`src/rtl/dac2_pkg.sv`:
```
package dac2_pkg;

    localparam int NUM_CH = 2;
    localparam int ADDR_W = 2;

    typedef enum logic [ADDR_W-1:0] {
        DEST_NONE = 2'b00,
        DEST_A    = 2'b01,
        DEST_B    = 2'b10,
        DEST_BOTH = 2'b11
    } dest_e;

    // Channel write mask, bit 0 = channel A, bit 1 = channel B.
    function automatic logic [NUM_CH-1:0] dest_to_mask(dest_e d);
        logic [NUM_CH-1:0] m;
        case (d)
            DEST_A:    m = 2'b01;
            DEST_B:    m = 2'b10;
            DEST_BOTH: m = 2'b11;
            default:   m = 2'b00;
        endcase
        return m;
    endfunction

    // Zero-scale or midscale code for a given data width.
    function automatic logic [31:0] preset_code(int unsigned dw, logic mid);
        return mid ? (32'd1 << (dw - 1)) : 32'd0;
    endfunction

endpackage

```
`src/rtl/dac2_serial_rx.sv`:
```
module dac2_serial_rx
    import dac2_pkg::*;
#(
    parameter  int DATA_W = 16,
    localparam int WORD_W = DATA_W + ADDR_W,
    localparam int CNT_W  = $clog2(WORD_W + 1)
) (
    input  logic              clk,
    input  logic              rst,
    input  logic              sclk,
    input  logic              cs_n,
    input  logic              sdi,
    output logic [WORD_W-1:0] word,
    output logic              frame_done,
    output logic              frame_short
);

    localparam logic [CNT_W-1:0] FULL_CNT = CNT_W'(WORD_W);

    logic              sclk_q;
    logic              cs_q;
    logic [WORD_W-1:0] shreg;
    logic [CNT_W-1:0]  bit_cnt;
    logic              shift_en;

    assign shift_en   = sclk & ~sclk_q & ~cs_n;
    assign frame_done = cs_n & ~cs_q;
    assign word       = shreg;

    always_ff @(posedge clk) begin
        if (rst) begin
            sclk_q      <= 1'b0;
            cs_q        <= 1'b1;
            shreg       <= '0;
            bit_cnt     <= '0;
            frame_short <= 1'b0;
        end else begin
            sclk_q      <= sclk;
            cs_q        <= cs_n;
            frame_short <= frame_done && (bit_cnt < FULL_CNT);
            if (shift_en) begin
                shreg <= {shreg[WORD_W-2:0], sdi};
            end
            if (cs_n) begin
                bit_cnt <= '0;
            end else if (shift_en && (bit_cnt != FULL_CNT)) begin
                bit_cnt <= bit_cnt + 1'b1;
            end
        end
    end

endmodule

```
`src/rtl/dac2_word_decode.sv`:
```
module dac2_word_decode
    import dac2_pkg::*;
#(
    parameter  int DATA_W = 16,
    localparam int WORD_W = DATA_W + ADDR_W
) (
    input  logic [WORD_W-1:0] word,
    input  logic              frame_done,
    output logic [DATA_W-1:0] wr_data,
    output logic [NUM_CH-1:0] wr_en
);

    dest_e dest;

    always_comb begin
        dest    = dest_e'(word[WORD_W-1 -: ADDR_W]);
        wr_data = word[DATA_W-1:0];
        wr_en   = frame_done ? dest_to_mask(dest) : '0;
    end

endmodule

```
`src/rtl/dac2_chan_regs.sv`:
```
module dac2_chan_regs
    import dac2_pkg::*;
#(
    parameter int DATA_W = 16
) (
    input  logic              clk,
    input  logic              rst,
    input  logic              preset_n,
    input  logic              mid_sel,
    input  logic              wr_en,
    input  logic [DATA_W-1:0] wr_data,
    input  logic              load_n,
    output logic [DATA_W-1:0] in_code,
    output logic [DATA_W-1:0] out_code
);

    logic [DATA_W-1:0] preset_val;

    assign preset_val = DATA_W'(preset_code(DATA_W, mid_sel));

    always_ff @(posedge clk) begin
        if (rst || !preset_n) begin
            in_code  <= preset_val;
            out_code <= preset_val;
        end else begin
            if (wr_en) begin
                in_code <= wr_data;
            end
            if (!load_n) begin
                out_code <= in_code;
            end
        end
    end

endmodule

```
`src/rtl/dac2_ctrl.sv`:
```
module dac2_ctrl
    import dac2_pkg::*;
#(
    parameter int DATA_W = 16
) (
    input  logic              clk,
    input  logic              rst,
    input  logic              sclk,
    input  logic              cs_n,
    input  logic              sdi,
    input  logic              load_n,
    input  logic              preset_n,
    input  logic              mid_sel,
    output logic [DATA_W-1:0] code_a,
    output logic [DATA_W-1:0] code_b,
    output logic              short_frame
);

    localparam int WORD_W = DATA_W + ADDR_W;

    logic [WORD_W-1:0] rx_word;
    logic              rx_done;
    logic [DATA_W-1:0] wr_data;
    logic [NUM_CH-1:0] wr_en;
    logic [DATA_W-1:0] in_code  [NUM_CH];
    logic [DATA_W-1:0] out_code [NUM_CH];

    dac2_serial_rx #(.DATA_W(DATA_W)) u_rx (
        .clk         (clk),
        .rst         (rst),
        .sclk        (sclk),
        .cs_n        (cs_n),
        .sdi         (sdi),
        .word        (rx_word),
        .frame_done  (rx_done),
        .frame_short (short_frame)
    );

    dac2_word_decode #(.DATA_W(DATA_W)) u_dec (
        .word       (rx_word),
        .frame_done (rx_done),
        .wr_data    (wr_data),
        .wr_en      (wr_en)
    );

    for (genvar ch = 0; ch < NUM_CH; ch++) begin : g_ch
        dac2_chan_regs #(.DATA_W(DATA_W)) u_regs (
            .clk      (clk),
            .rst      (rst),
            .preset_n (preset_n),
            .mid_sel  (mid_sel),
            .wr_en    (wr_en[ch]),
            .wr_data  (wr_data),
            .load_n   (load_n),
            .in_code  (in_code[ch]),
            .out_code (out_code[ch])
        );
    end

    assign code_a = out_code[0];
    assign code_b = out_code[1];

endmodule

```
`config.mk`:
```
export PLATFORM = sky130hd
export DESIGN_NAME = dac2_ctrl
export DESIGN_NICKNAME = d
export VERILOG_FILES = /design/src/rtl/dac2_pkg.sv /design/src/rtl/dac2_serial_rx.sv /design/src/rtl/dac2_word_decode.sv /design/src/rtl/dac2_chan_regs.sv /design/src/rtl/dac2_ctrl.sv
export SDC_FILE = /design/constraint.sdc
export NUM_CORES = 1
export LEC_CHECK = 0
export BUFFER_PORTS_ARGS = -buffer_cell sky130_fd_sc_hd__buf_2
export CAP_MARGIN = 25
export CORE_MARGIN = 2
export CORE_UTILIZATION = 50
export CTS_CLUSTER_SIZE = 24
export DETAILED_ROUTE_END_ITERATION = 16
export PLACE_DENSITY = 0.7
export SLEW_MARGIN = 30
export SYNTH_ARGS = -nofsm -noshare
export SYNTH_HDL_FRONTEND = slang
export SYNTH_SLANG_ARGS = --single-unit
```
`constraint.sdc`:
```
create_clock -name clk -period 2.5 [get_ports clk]
set_input_delay 0.625 -clock clk [delete_from_list [all_inputs] [get_ports clk]]
set_output_delay 0.625 -clock clk [all_outputs]
set_load 0.05 [all_outputs]
```
==> metrics.yaml <==
cells_and_area:
  final_common_cell: "edfxtp_1"
  finalNetCount: 300
  n_antenna_cell: 0
  final_core_util: 0.5947
  fill_cells: 530
  final_cells: 372
  finalInstanceArea_sq_mm: 0.003755
  layout_common_cells: "edfxtp_1 (64), nand2_1 (49), and2_1 (45), buf_2 (40), dfxtp_1 (26)"
  syn_to_final_growth_pct: 15.47
  layout-drive-gt1-share: 0.2203
synthesis:
  ys.flop_type: "edfxtp_1"
  synth-seq-cells: 90
  synth_warnings: 0
  syn-num-nets: 253
  postSynth.asyncResetShare: 0
  synth_cell_types: 24
  netlist_instances: 243
  avgSynthCellArea_sq_um: 13.38
  synth-edff-count: 64
  netlist_area_sq_mm: 0.003252
  ys_seq_area_frac: 0.7511
clocking:
  clock_path_buffers: 2
  cts_resized: 0
  cts_buffers: 9
  cts_sinks: 90
  clkLatencyLatePin_ns: 0.34
  clk_pin_slew_worst_paths_ns: 0.09
  root_buffer: "clkbuf_8"
  post_cts_buffers: 0
  cts_tree: "built"
  h-tree-depth: 3
  hold_buffers: 0
placement:
  post_dp_cell_area_sq_mm: 0.003562
  port_buffers: 40
  place_inst: 356
  place_congestion: 0.7168
  dp_hpwl_um: 3407
die:
  die_w_um: 84.65
  initial_core_util: 0.5151
  die-area_sq_mm: 0.007165
  die_h_um: 84.65
  core.rowCount: 29
  core_area_sq_mm: 0.006314
  io_pins: 41
critical_path:
  arrival_ns: 1.63
  cp_max_fo: 26
  critPathKind: "in2reg"
  critPathRequiredTime_ns: 2.53
  critPathCaptureType: "flop"
  startpoint_type: "input port"
grt:
  overflow: 0
  grt_pass1_wl_um: 8500
  antenna_found_initial: 0
  gr-usage-all-layers: 0.1543
  grt_pass1_vias: 1747
  grt_max_degree: 33
timing:
  tightest_slew_ns: 0.4176
  fin_skew_ns: 0.007055
  setup_violations: 0
  fmax_mhz: 626.6
  finalHoldViolations: 0
  setup_tns_ns: 0
  period_minus_slack_ns: 1.596
  slew_violations: 0
  slew_headroom: 0.7216
  rsz0062_at_grt: "false"
  fin_crit_sh: 0.6384
power:
  switching_power_mw: 0.6711
  combPwrFrac: 0.075
  peakVddDrop_v: 0.0002972
  swShare: 0.2378
  cellPowerDensity_mw_per_mm2: 751.7
  leakagePower_nw: 1.510
  seqPwrFrac: 0.589
  p_int_mw: 2.151
  clockPowerShare: 0.336
route:
  drtIter0Drc: 130
  ant_nets: 0
  routed_wl_um: 5125
  first_pass_iters: 4
  vias: 1822
  drc: 0
  detail_route.wl_per_cell_um: 13.78
  routed_via_density: 4.898
flow_run:
  drv_cap: 0
outcome:
  outcome: "completed"
min_path:
  hold_class: "reg2reg"
power groups by stage:
stage	Clock, mW	Combinational (mW)	Sequential, mW
after global routing	1.04	0.225	1.67
after CTS	0.974	0.215	1.66
after detailed placement	0	0.215	1.70
after floorplan	0	0.0530	1.80
after global placement	0	0.212	1.69
final	0.948	0.213	1.66
critical path: stages:
cell	delay (ns)
buf_2	0.33
nor2b_2	0.13
buf_4	0.22
nand2_1	0.07
buf_4	0.24
cell usage after synthesis, types with 2 or more instances:
cell type,number,area (sq um)
nand4bb_1,2,22.52
clkbuf_1,9,33.78
nor2b_1,3,18.77
edfxtp_1,64,1922
nand2_1,49,183.9
or3b_1,2,17.52
a21oi_1,23,115.1
nand3_1,2,10.01
buf_2,3,15.01
ha_1,2,25.02
dfxtp_1,26,520.5
and2_1,45,281.5
or3_1,2,12.51
through the flow:
stage	hold WS, ns	setup slack, ns	total power [mW]
6_report	0.4619	0.9040	2.822
4_1_cts	0.4644	0.8991	2.852
2_1_floorplan	0.4366	0.2660	1.854
5_1_grt	0.4942	0.8363	2.933
3_3_place_gp	0.4435	0.5907	1.906
3_5_place_dp	0.4527	0.5512	1.912
registers in the layout, summed over array words and instances (netlist names):
| register | flops |
|---|---|
| u_rx.bit_cnt | 5 |
| g_ch.u_regs.in_code | 32 |
| g_ch.u_regs.out_code | 32 |
| u_rx.cs_q | 1 |
| u_rx.word | 18 |
| u_rx.sclk_q | 1 |
| u_rx.frame_short | 1 |
area by class of cell:
cell class,instances,area (sq um),share of cell area
multi-input cells,140,759.5,0.2023
repair buffers,48,260.3,0.06931
inverters,1,3.754,0.0009997
well taps,77,96.34,0.02566
clock inverters,7,68.82,0.01833
clock buffers,9,123.9,0.03299
flip-flops and latches,90,2442,0.6504
final timing paths:
path                        start                         end  slack [ns]  depth (start not counted)
setup / recovery              rst  g_ch[0].u_regs.in_code[13]        0.90                          5
hold / removal      u_rx.word[17]               u_rx.word[17]        0.46                          2
setup reg to reg  u_rx.bit_cnt[0]             u_rx.bit_cnt[2]        1.12                          5
hold reg to reg     u_rx.word[17]               u_rx.word[17]        0.46                          2
layer usage:
metal | wire (um) | global-route usage
met5 | 0 | 0
met4 | 68 | 0.06061
met3 | 206 | 0.04031
met2 | 2453 | 0.2355
met1 | 2396 | 0.2136
cells by family (layout without fill, tap and decap cells):
| logic type | count (synthesis) | in the layout | share of synthesized area |
|---|---|---|---|
| adders and majority gates | 2 | 2 | 0.007694 |
| and+or+nand+nor | 111 | 111 | 0.1816 |
| buffers and inverters | 13 | 65 | 0.01616 |
| DFF | 90 | 90 | 0.7511 |
| AOI/OAI and AO/OA | 27 | 27 | 0.04348 |
Power figures use the tool's default switching activity.
